`src/rtl/tt_sel_pkg.sv`:
```
package tt_sel_pkg;
  localparam int ADDR_W      = 64;
  localparam int TSZ_W       = 6;
  localparam int GRAN_W      = 2;
  localparam int BASE_W      = 48;
  localparam int TBI_BITS    = 8;
  localparam int TBI_SEL_BIT = 55;
  localparam int NUM_RGN     = 2;

  typedef struct packed {
    logic [TSZ_W-1:0]  tsz;
    logic              dis;
    logic [GRAN_W-1:0] gran;
    logic [BASE_W-1:0] base;
  } rgn_cfg_t;
endpackage

```
`src/rtl/tt_range_mask.sv`:
```
module tt_range_mask #(
  parameter int ADDR_W   = tt_sel_pkg::ADDR_W,
  parameter int TSZ_W    = tt_sel_pkg::TSZ_W,
  parameter int TBI_BITS = tt_sel_pkg::TBI_BITS
) (
  input  logic [TSZ_W-1:0]  tsz_i,
  input  logic              tbi_i,
  output logic [ADDR_W-1:0] chk_mask_o
);
  localparam int TBI_LO = ADDR_W - TBI_BITS;

  // bit i is checked when it lies in the top tsz bits and is not an ignored top-byte bit
  always_comb begin
    for (int i = 0; i < ADDR_W; i++) begin
      chk_mask_o[i] = (i >= (ADDR_W - int'(tsz_i))) && !(tbi_i && (i >= TBI_LO));
    end
  end
endmodule

```
`src/rtl/tt_region_match.sv`:
```
module tt_region_match #(
  parameter int ADDR_W   = tt_sel_pkg::ADDR_W,
  parameter int TSZ_W    = tt_sel_pkg::TSZ_W,
  parameter int TBI_BITS = tt_sel_pkg::TBI_BITS,
  parameter bit ONES     = 1'b0
) (
  input  logic [ADDR_W-1:0] addr_i,
  input  logic [TSZ_W-1:0]  tsz_i,
  input  logic              tbi_i,
  output logic              hit_o
);
  logic [ADDR_W-1:0] chk_mask;
  logic              pat_ok;

  tt_range_mask #(
    .ADDR_W  (ADDR_W),
    .TSZ_W   (TSZ_W),
    .TBI_BITS(TBI_BITS)
  ) u_mask (
    .tsz_i     (tsz_i),
    .tbi_i     (tbi_i),
    .chk_mask_o(chk_mask)
  );

  generate
    if (ONES) begin : g_ones
      assign pat_ok = &(addr_i | ~chk_mask);
    end else begin : g_zeros
      assign pat_ok = ~|(addr_i & chk_mask);
    end
  endgenerate

  assign hit_o = (tsz_i != '0) && pat_ok;
endmodule

```
`src/rtl/tt_sel_resolve.sv`:
```
module tt_sel_resolve
  import tt_sel_pkg::*;
(
  input  logic     hit0_i,
  input  logic     hit1_i,
  input  rgn_cfg_t cfg0_i,
  input  rgn_cfg_t cfg1_i,
  output logic [NUM_RGN-1:0] sel_o,
  output logic     fault_o,
  output rgn_cfg_t cfg_o
);
  logic     pick_any;
  logic     pick_one;
  rgn_cfg_t pick_cfg;

  // priority: sized match 0, sized match 1, default 0, default 1, else gap
  always_comb begin
    pick_any = 1'b1;
    pick_one = 1'b0;
    if (hit0_i)                   pick_one = 1'b0;
    else if (hit1_i)              pick_one = 1'b1;
    else if (cfg0_i.tsz == '0)    pick_one = 1'b0;
    else if (cfg1_i.tsz == '0)    pick_one = 1'b1;
    else                          pick_any = 1'b0;
  end

  assign pick_cfg = pick_one ? cfg1_i : cfg0_i;

  always_comb begin
    sel_o   = '0;
    fault_o = 1'b0;
    cfg_o   = '0;
    if (!pick_any || pick_cfg.dis) begin
      fault_o = 1'b1;
    end else begin
      sel_o[pick_one] = 1'b1;
      cfg_o           = pick_cfg;
      cfg_o.dis       = 1'b0;
    end
  end
endmodule

```
`src/rtl/tt_region_sel.sv`:
```
module tt_region_sel
  import tt_sel_pkg::*;
(
  input  logic              clk_i,
  input  logic              rst_ni,
  input  logic              req_vld_i,
  input  logic [ADDR_W-1:0] addr_i,
  input  logic              tbi0_i,
  input  logic              tbi1_i,
  input  logic [TSZ_W-1:0]  r0_tsz_i,
  input  logic              r0_dis_i,
  input  logic [GRAN_W-1:0] r0_gran_i,
  input  logic [BASE_W-1:0] r0_base_i,
  input  logic [TSZ_W-1:0]  r1_tsz_i,
  input  logic              r1_dis_i,
  input  logic [GRAN_W-1:0] r1_gran_i,
  input  logic [BASE_W-1:0] r1_base_i,
  output logic              rsp_vld_o,
  output logic [NUM_RGN-1:0] sel_o,
  output logic              fault_o,
  output logic [TSZ_W-1:0]  tsz_o,
  output logic [GRAN_W-1:0] gran_o,
  output logic [BASE_W-1:0] base_o
);
  rgn_cfg_t           cfg [NUM_RGN];
  logic [NUM_RGN-1:0] hit;
  logic               tbi_eff;
  logic [NUM_RGN-1:0] sel_d;
  logic               fault_d;
  rgn_cfg_t           cfg_d;
  rgn_cfg_t           cfg_q;

  assign cfg[0]  = '{tsz: r0_tsz_i, dis: r0_dis_i, gran: r0_gran_i, base: r0_base_i};
  assign cfg[1]  = '{tsz: r1_tsz_i, dis: r1_dis_i, gran: r1_gran_i, base: r1_base_i};
  assign tbi_eff = addr_i[TBI_SEL_BIT] ? tbi1_i : tbi0_i;

  // region g matches on all-zero (g=0) or all-one (g=1) upper bits
  generate
    for (genvar g = 0; g < NUM_RGN; g++) begin : g_rgn
      tt_region_match #(
        .ADDR_W  (ADDR_W),
        .TSZ_W   (TSZ_W),
        .TBI_BITS(TBI_BITS),
        .ONES    (g == 1)
      ) u_match (
        .addr_i(addr_i),
        .tsz_i (cfg[g].tsz),
        .tbi_i (tbi_eff),
        .hit_o (hit[g])
      );
    end
  endgenerate

  tt_sel_resolve u_resolve (
    .hit0_i (hit[0]),
    .hit1_i (hit[1]),
    .cfg0_i (cfg[0]),
    .cfg1_i (cfg[1]),
    .sel_o  (sel_d),
    .fault_o(fault_d),
    .cfg_o  (cfg_d)
  );

  always_ff @(posedge clk_i or negedge rst_ni) begin
    if (!rst_ni) begin
      rsp_vld_o <= 1'b0;
      sel_o     <= '0;
      fault_o   <= 1'b0;
      cfg_q     <= '0;
    end else begin
      rsp_vld_o <= req_vld_i;
      if (req_vld_i) begin
        sel_o   <= sel_d;
        fault_o <= fault_d;
        cfg_q   <= cfg_d;
      end
    end
  end

  assign tsz_o  = cfg_q.tsz;
  assign gran_o = cfg_q.gran;
  assign base_o = cfg_q.base;
endmodule

```
`config.mk`:
```
export PLATFORM = sky130hd
export DESIGN_NAME = tt_region_sel
export DESIGN_NICKNAME = d
export VERILOG_FILES = /design/src/rtl/tt_sel_pkg.sv /design/src/rtl/tt_range_mask.sv /design/src/rtl/tt_region_match.sv /design/src/rtl/tt_sel_resolve.sv /design/src/rtl/tt_region_sel.sv
export SDC_FILE = /design/constraint.sdc
export NUM_CORES = 1
export LEC_CHECK = 0
export BUFFER_PORTS_ARGS = -buffer_cell sky130_fd_sc_hd__clkbuf_2
export CORE_ASPECT_RATIO = 0.8
export CORE_MARGIN = 2
export CORE_UTILIZATION = 54
export CTS_CLUSTER_SIZE = 12
export DETAILED_ROUTE_END_ITERATION = 7
export GPL_ROUTABILITY_DRIVEN = 0
export PLACE_DENSITY = 0.95
export SLEW_MARGIN = 20
export SYNTH_ARGS = -nofsm -noshare
export SYNTH_HDL_FRONTEND = slang
export SYNTH_SLANG_ARGS = --single-unit
```
`constraint.sdc`:
```
create_clock -name clk_i -period 1.5 [get_ports clk_i]
set_clock_uncertainty 0.2 [all_clocks]
set_input_delay 0.3 -clock clk_i [delete_from_list [all_inputs] [get_ports clk_i]]
set_output_delay 0.3 -clock clk_i [all_outputs]
set_load 0.02 [all_outputs]
```
==> flow_metrics.py, run 1 <==
metrics = {
    "floorplanning": {
        "ioPinCount": 243,
        "num_rows": 34,
        "start_util_pct": 55.7,
        "die_x_um": 123,
        "dieHeight_um": 99.2,
    },
    "run_status": {
        "error_line": "[ERROR GRT-0116] Global routing finished with congestion. Check the congestion regions in the DRC Viewer.",
        "status": "stopped before the end",
        "haltStage": "global routing",
    },
    "logic_synthesis": {
        "netlist.area_leader.share_pct": 24.5,
        "ys_seq_elements": 60,
        "async_reset_ff_share_pct": 100,
        "synth_top_family_by_area": "compound AO/OA/AOI/OAI gates",
        "yosysSeqAreaShare_pct": 24.5,
        "synthMuxAreaShare_pct": 1.19,
        "ys_types": 82,
        "synth_area_per_cell_um2": 7.93,
        "synth_xor_area_share_pct": 0.716,
        "syn_nets": 965,
        "yosys-top-cells-area": "dfrtp_1, a221o_1, nor2b_1",
        "synth_compound_area_share_pct": 34.3,
        "yosys_warnings": 0,
        "syn_inst": 772,
        "syn_area_mm2": 0.00612,
        "synth_top_area_cell": "dfrtp_1",
        "synth_flop_cell": "dfrtp_1",
        "yosys.area_share.adder_pct": 2.37,
        "synth-edff-count": 0,
        "yosys.area_share.simple_pct": 30.8,
    },
    "clock_tree": {
        "cts_root_buffer": "clkbuf_16",
        "cts_made_buffers": 9,
        "clockBufferDepth": 2,
        "htree_levels": 3,
        "cts_sinks": 60,
    },
    "grt": {
        "grt_pass1_vias": 10800,
        "grt_overflow_total": 1,
        "grt_pass1_wl_um": 61300,
        "grt_max_degree": 61,
        "grt_usage_pct": 65.5,
    },
    "placed_design": {
        "dp.final_hpwl_um": 24700,
        "place_area_mm2": 0.00918,
        "place_inst": 1325,
        "port_buffers": 242,
    },
}
[metrics by stage]
stage | util (%) | setup TNS, ns | setup slack, ns
after detailed placement | 83.6 | -139.42 | -2.45
after global placement | 83.6 | -133.90 | -2.28
after floorplan | - | -124.16 | -2.12
after CTS | 90.0 | -110.67 | -1.96
[cell usage after synthesis, drive strengths merged, types with 8 or more instances]
master,n
a31oi,12
a21oi,31
nor2b,62
o31ai,9
nand4,11
o211ai,11
ha,10
inv,19
a221o,57
nor3,22
nand3,15
a211oi,13
nor4,12
nor2,46
clkbuf,53
o22ai,15
nand2,42
or3,8
dfrtp,60
buf,14
nand2b,17
and2,52
o21ai,42
or4,9
[layer usage]
| metal | GRT overflow | global-route usage (%) |
|---|---|---|
| met5 | 0 | 7.08 |
| met4 | 1 | 62.1 |
| met3 | 0 | 44.8 |
| met2 | 0 | 84.1 |
| met1 | 0 | 69.1 |
[what timing repair did]
item | CTS
setup buffers | 13
pin swaps | 17
resized for setup | 46
setup endpoints to repair | 59
cloned | 1
hold buffers | 2
endpoints found under the hold margin | 61
[kinds of logic after synthesis]
family,count (synthesis)
mux,7
buf+inv,87
fa+ha+maj,12
xor+xnor,5
flops,60
simple gates,330
compound gates,271
==> run 2: changes to the inputs <==
CORE_ASPECT_RATIO = default   (was 0.8)
CORE_UTILIZATION = 40   (was 54)
CTS_CLUSTER_SIZE = default   (was 12)
PLACE_DENSITY = default   (was 0.95)
PLACE_DENSITY_LB_ADDON = 0.15   (was default)
==> run 2 against run 1 <==
  * The flow now finishes, with violations (negative setup slack)
  * Area after synthesis unchanged
  * Synthesized cell count stayed put
==> flow_metrics.py, run 2 <==
metrics = {
    "run_status": {
        "status": "complete, but fails checks",
        "violations": "negative setup slack",
    },
    "logic_synthesis": {
        "ys_types": 82,
        "synth_flop_cell": "dfrtp_1",
        "syn_area_mm2": 0.00612,
        "ys_seq_elements": 60,
        "synth_top_family_by_area": "compound AO/OA/AOI/OAI gates",
        "synth_xor_area_share_pct": 0.716,
        "synthMuxAreaShare_pct": 1.19,
        "synth.most_common_cell": "nor2b_1",
        "yosys.area_share.adder_pct": 2.37,
        "yosys_warnings": 0,
        "synth_common_cells": "nor2b_1, dfrtp_1, a221o_1",
        "syn_nets": 965,
        "yosysSeqAreaShare_pct": 24.5,
        "synth_top_area_cell": "dfrtp_1",
        "synth-edff-count": 0,
        "yosys.area_share.simple_pct": 30.8,
        "synth_area_per_cell_um2": 7.93,
        "netlist.area_leader.share_pct": 24.5,
        "async_reset_ff_share_pct": 100,
        "synth_compound_area_share_pct": 34.3,
        "yosys-top-cells-area": "dfrtp_1, a221o_1, nor2b_1",
        "syn_inst": 772,
    },
    "routing": {
        "wl_met2_um": 12700,
        "vias": 8511,
        "drt-total-wl_um": 28200,
        "viasPerCell": 6.06,
        "drc": 0,
        "drt-met1-wl_um": 11000,
        "routedWlPerCell_um": 20.0,
        "drt_iter0_drc": 776,
        "top_layer": "met4",
        "met3_length_um": 2830,
        "antenna_left": 0,
        "first_pass_iters": 6,
    },
    "grt": {
        "grt_pass1_wl_um": 42300,
        "grt_pass1_vias": 8032,
        "grt_usage_pct": 33.1,
        "antenna_found_initial": 0,
        "grt_max_degree": 61,
        "grt_overflow_total": 0,
    },
    "timing": {
        "layout_setup_ws_ns": -1.93,
        "worst_pin_slew_ns": 0.674,
        "finalMaxSlewViolations": 0,
        "timing_hold_violations_final": 0,
        "fmax_mhz": 291,
        "rsz0062_at_grt": "yes",
        "finalSetupViolCount": 59,
        "relSlewSlack_pct": 54.9,
        "fin_crit_sh_pct": 229,
        "finalSetupTns_ns": -111.69,
        "min_period_ns": 3.43,
    },
    "setup_path": {
        "path_cells": "clkbuf_2 -> inv_2 -> ha_4 -> buf_4 -> buf_4 -> or3_1 -> a21oi_1 -> o221ai_1 -> o311a_1 -> nand4_1 -> nor4_4 -> and4b_2 -> o2111a_2 -> buf_12 -> a221o_1",
        "cp_common_cell": "buf_4",
        "path_max_fanout": 24,
        "path_class": "primary input to flip-flop",
        "start_kind": "primary input",
        "max_stage_delay_ns": 0.37,
        "cp_data_required_time_ns": 1.50,
        "critPathTopFamily": "compound AO/OA/AOI/OAI gates",
        "path_buf_inv": 5,
        "slowest_stage": "o2111a_2",
        "arrival_ns": 3.43,
        "crit_path_end_kind": "flip-flop",
    },
    "worst_hold_path": {
        "hold_path.class": "primary input to flip-flop",
    },
    "layout": {
        "n_antenna_cell": 0,
        "drive_gt1_share_pct": 45.7,
        "largest_reg_flops": 48,
        "syn_to_final_growth_pct": 61.1,
        "nets": 1407,
        "layout_common_cells": "clkbuf_2, buf_4, nor2b_1",
        "fillers": 1318,
        "final_common_cell": "clkbuf_2",
        "design_area_mm2": 0.00985,
    },
    "clock_tree": {
        "clk_pin_slew_ns": 0.05,
        "htree_levels": 3,
        "clockBufferDepth": 2,
        "clk-insertion-delay-late_ns": 0.32,
        "cts_made_buffers": 9,
        "tritoncts": "done",
        "cts_root_buffer": "clkbuf_16",
        "cts_sinks": 60,
    },
    "pwr": {
        "vdd_drop_max_uv": 495,
        "p_leak_nw": 4.81,
        "power-per-cell-area_mw_per_mm2": 585,
    },
    "placed_design": {
        "place_area_mm2": 0.00931,
        "post-place-ws_ns": -2.34,
        "dp.final_hpwl_um": 22400,
        "port_buffers": 242,
    },
    "run": {
        "maxCapViolCount": 0,
    },
    "floorplanning": {
        "dieHeight_um": 128,
        "start_util_pct": 40.5,
        "num_rows": 45,
        "die_x_um": 128,
        "core_mm2": 0.0151,
        "ioPinCount": 243,
        "die-area_mm2": 0.0163,
    },
}
run 2: path summary, 6_finish.rpt:
kind	from	endpoint	slack, ns	cells after the start
setup / recovery	r1_tsz_i[0]	base_o[16]	-1.93	15
hold / removal	r1_gran_i[0]	gran_o[0]	0.01	2
setup reg to reg	base_o[5]	base_o[5]	0.37	2
hold reg to reg	sel_o[1]	sel_o[1]	0.28	1
max in group asynchronous	rst_ni	tsz_o[4]	0.51	3
min in group asynchronous	rst_ni	base_o[23]	0.31	3
run 2: worst register-to-register path: stages, from the launching register on:
cell and delay [ns]:
dfrtp_1 0.39, nor2b_1 0.14, a221o_1 0.27
run 2: power by group:
part	switching (W)	total (W)	internal, W
Combinational	0.00110	0.00212	0.00102
Sequential	0.00000706	0.00164	0.00164
Clock	0.000656	0.00201	0.00135
Total	0.00176	0.00577	0.00401
run 2: logic make-up after synthesis:
kind of cell | Yosys count
DFF | 60
and+or+nand+nor | 330
AOI/OAI and AO/OA | 271
muxes | 7
adders and majority gates | 12
buffers and inverters | 87
xor gates and xnor gates | 5
run 2: routing by layer:
layer | track usage (%) | vias to the layer above
met4 | 16.5 | 0
met3 | 5.84 | 129
met1 | 42.5 | 3922
met5 | 0 | -
met2 | 53.7 | 582
li1 | - | 3878
run 2: what timing repair did:
action | 4_1_cts | 5_1_grt
endpoints found under the hold margin | 67 | 0
pin swaps | 1 | 6
resized for setup | 22 | 6
hold buffers | 8 | 0
setup endpoints to repair | 59 | 59
setup buffers | 4 | 2
gates cloned | 1 | 0
run 2: cell type report:
cell class | count | area, µm² | area share (%)
repair buffers | 498 | 3320 | 33.7
flip-flops and latches | 60 | 1500 | 15.2
multi-input cells | 625 | 4420 | 44.9
well taps | 188 | 235 | 2.39
clock inverters | 2 | 35.0 | 0.356
inverters | 20 | 77.6 | 0.787
clock buffers | 12 | 256 | 2.60
run 2: metrics by stage:
stage          cells  utilization [%]  hold slack (ns)  power (W)
2_1_floorplan    772                -           -0.196    0.00253
3_3_place_gp    1376             61.7            0.132    0.00364
3_5_place_dp    1376             61.7            0.134    0.00365
4_1_cts         1403             65.1         0.000188    0.00573
5_1_grt         1405             65.3          0.00622    0.00599
6_report        1405             65.3          0.00998    0.00577
No activity file was read; power rests on OpenSTA's default activity.
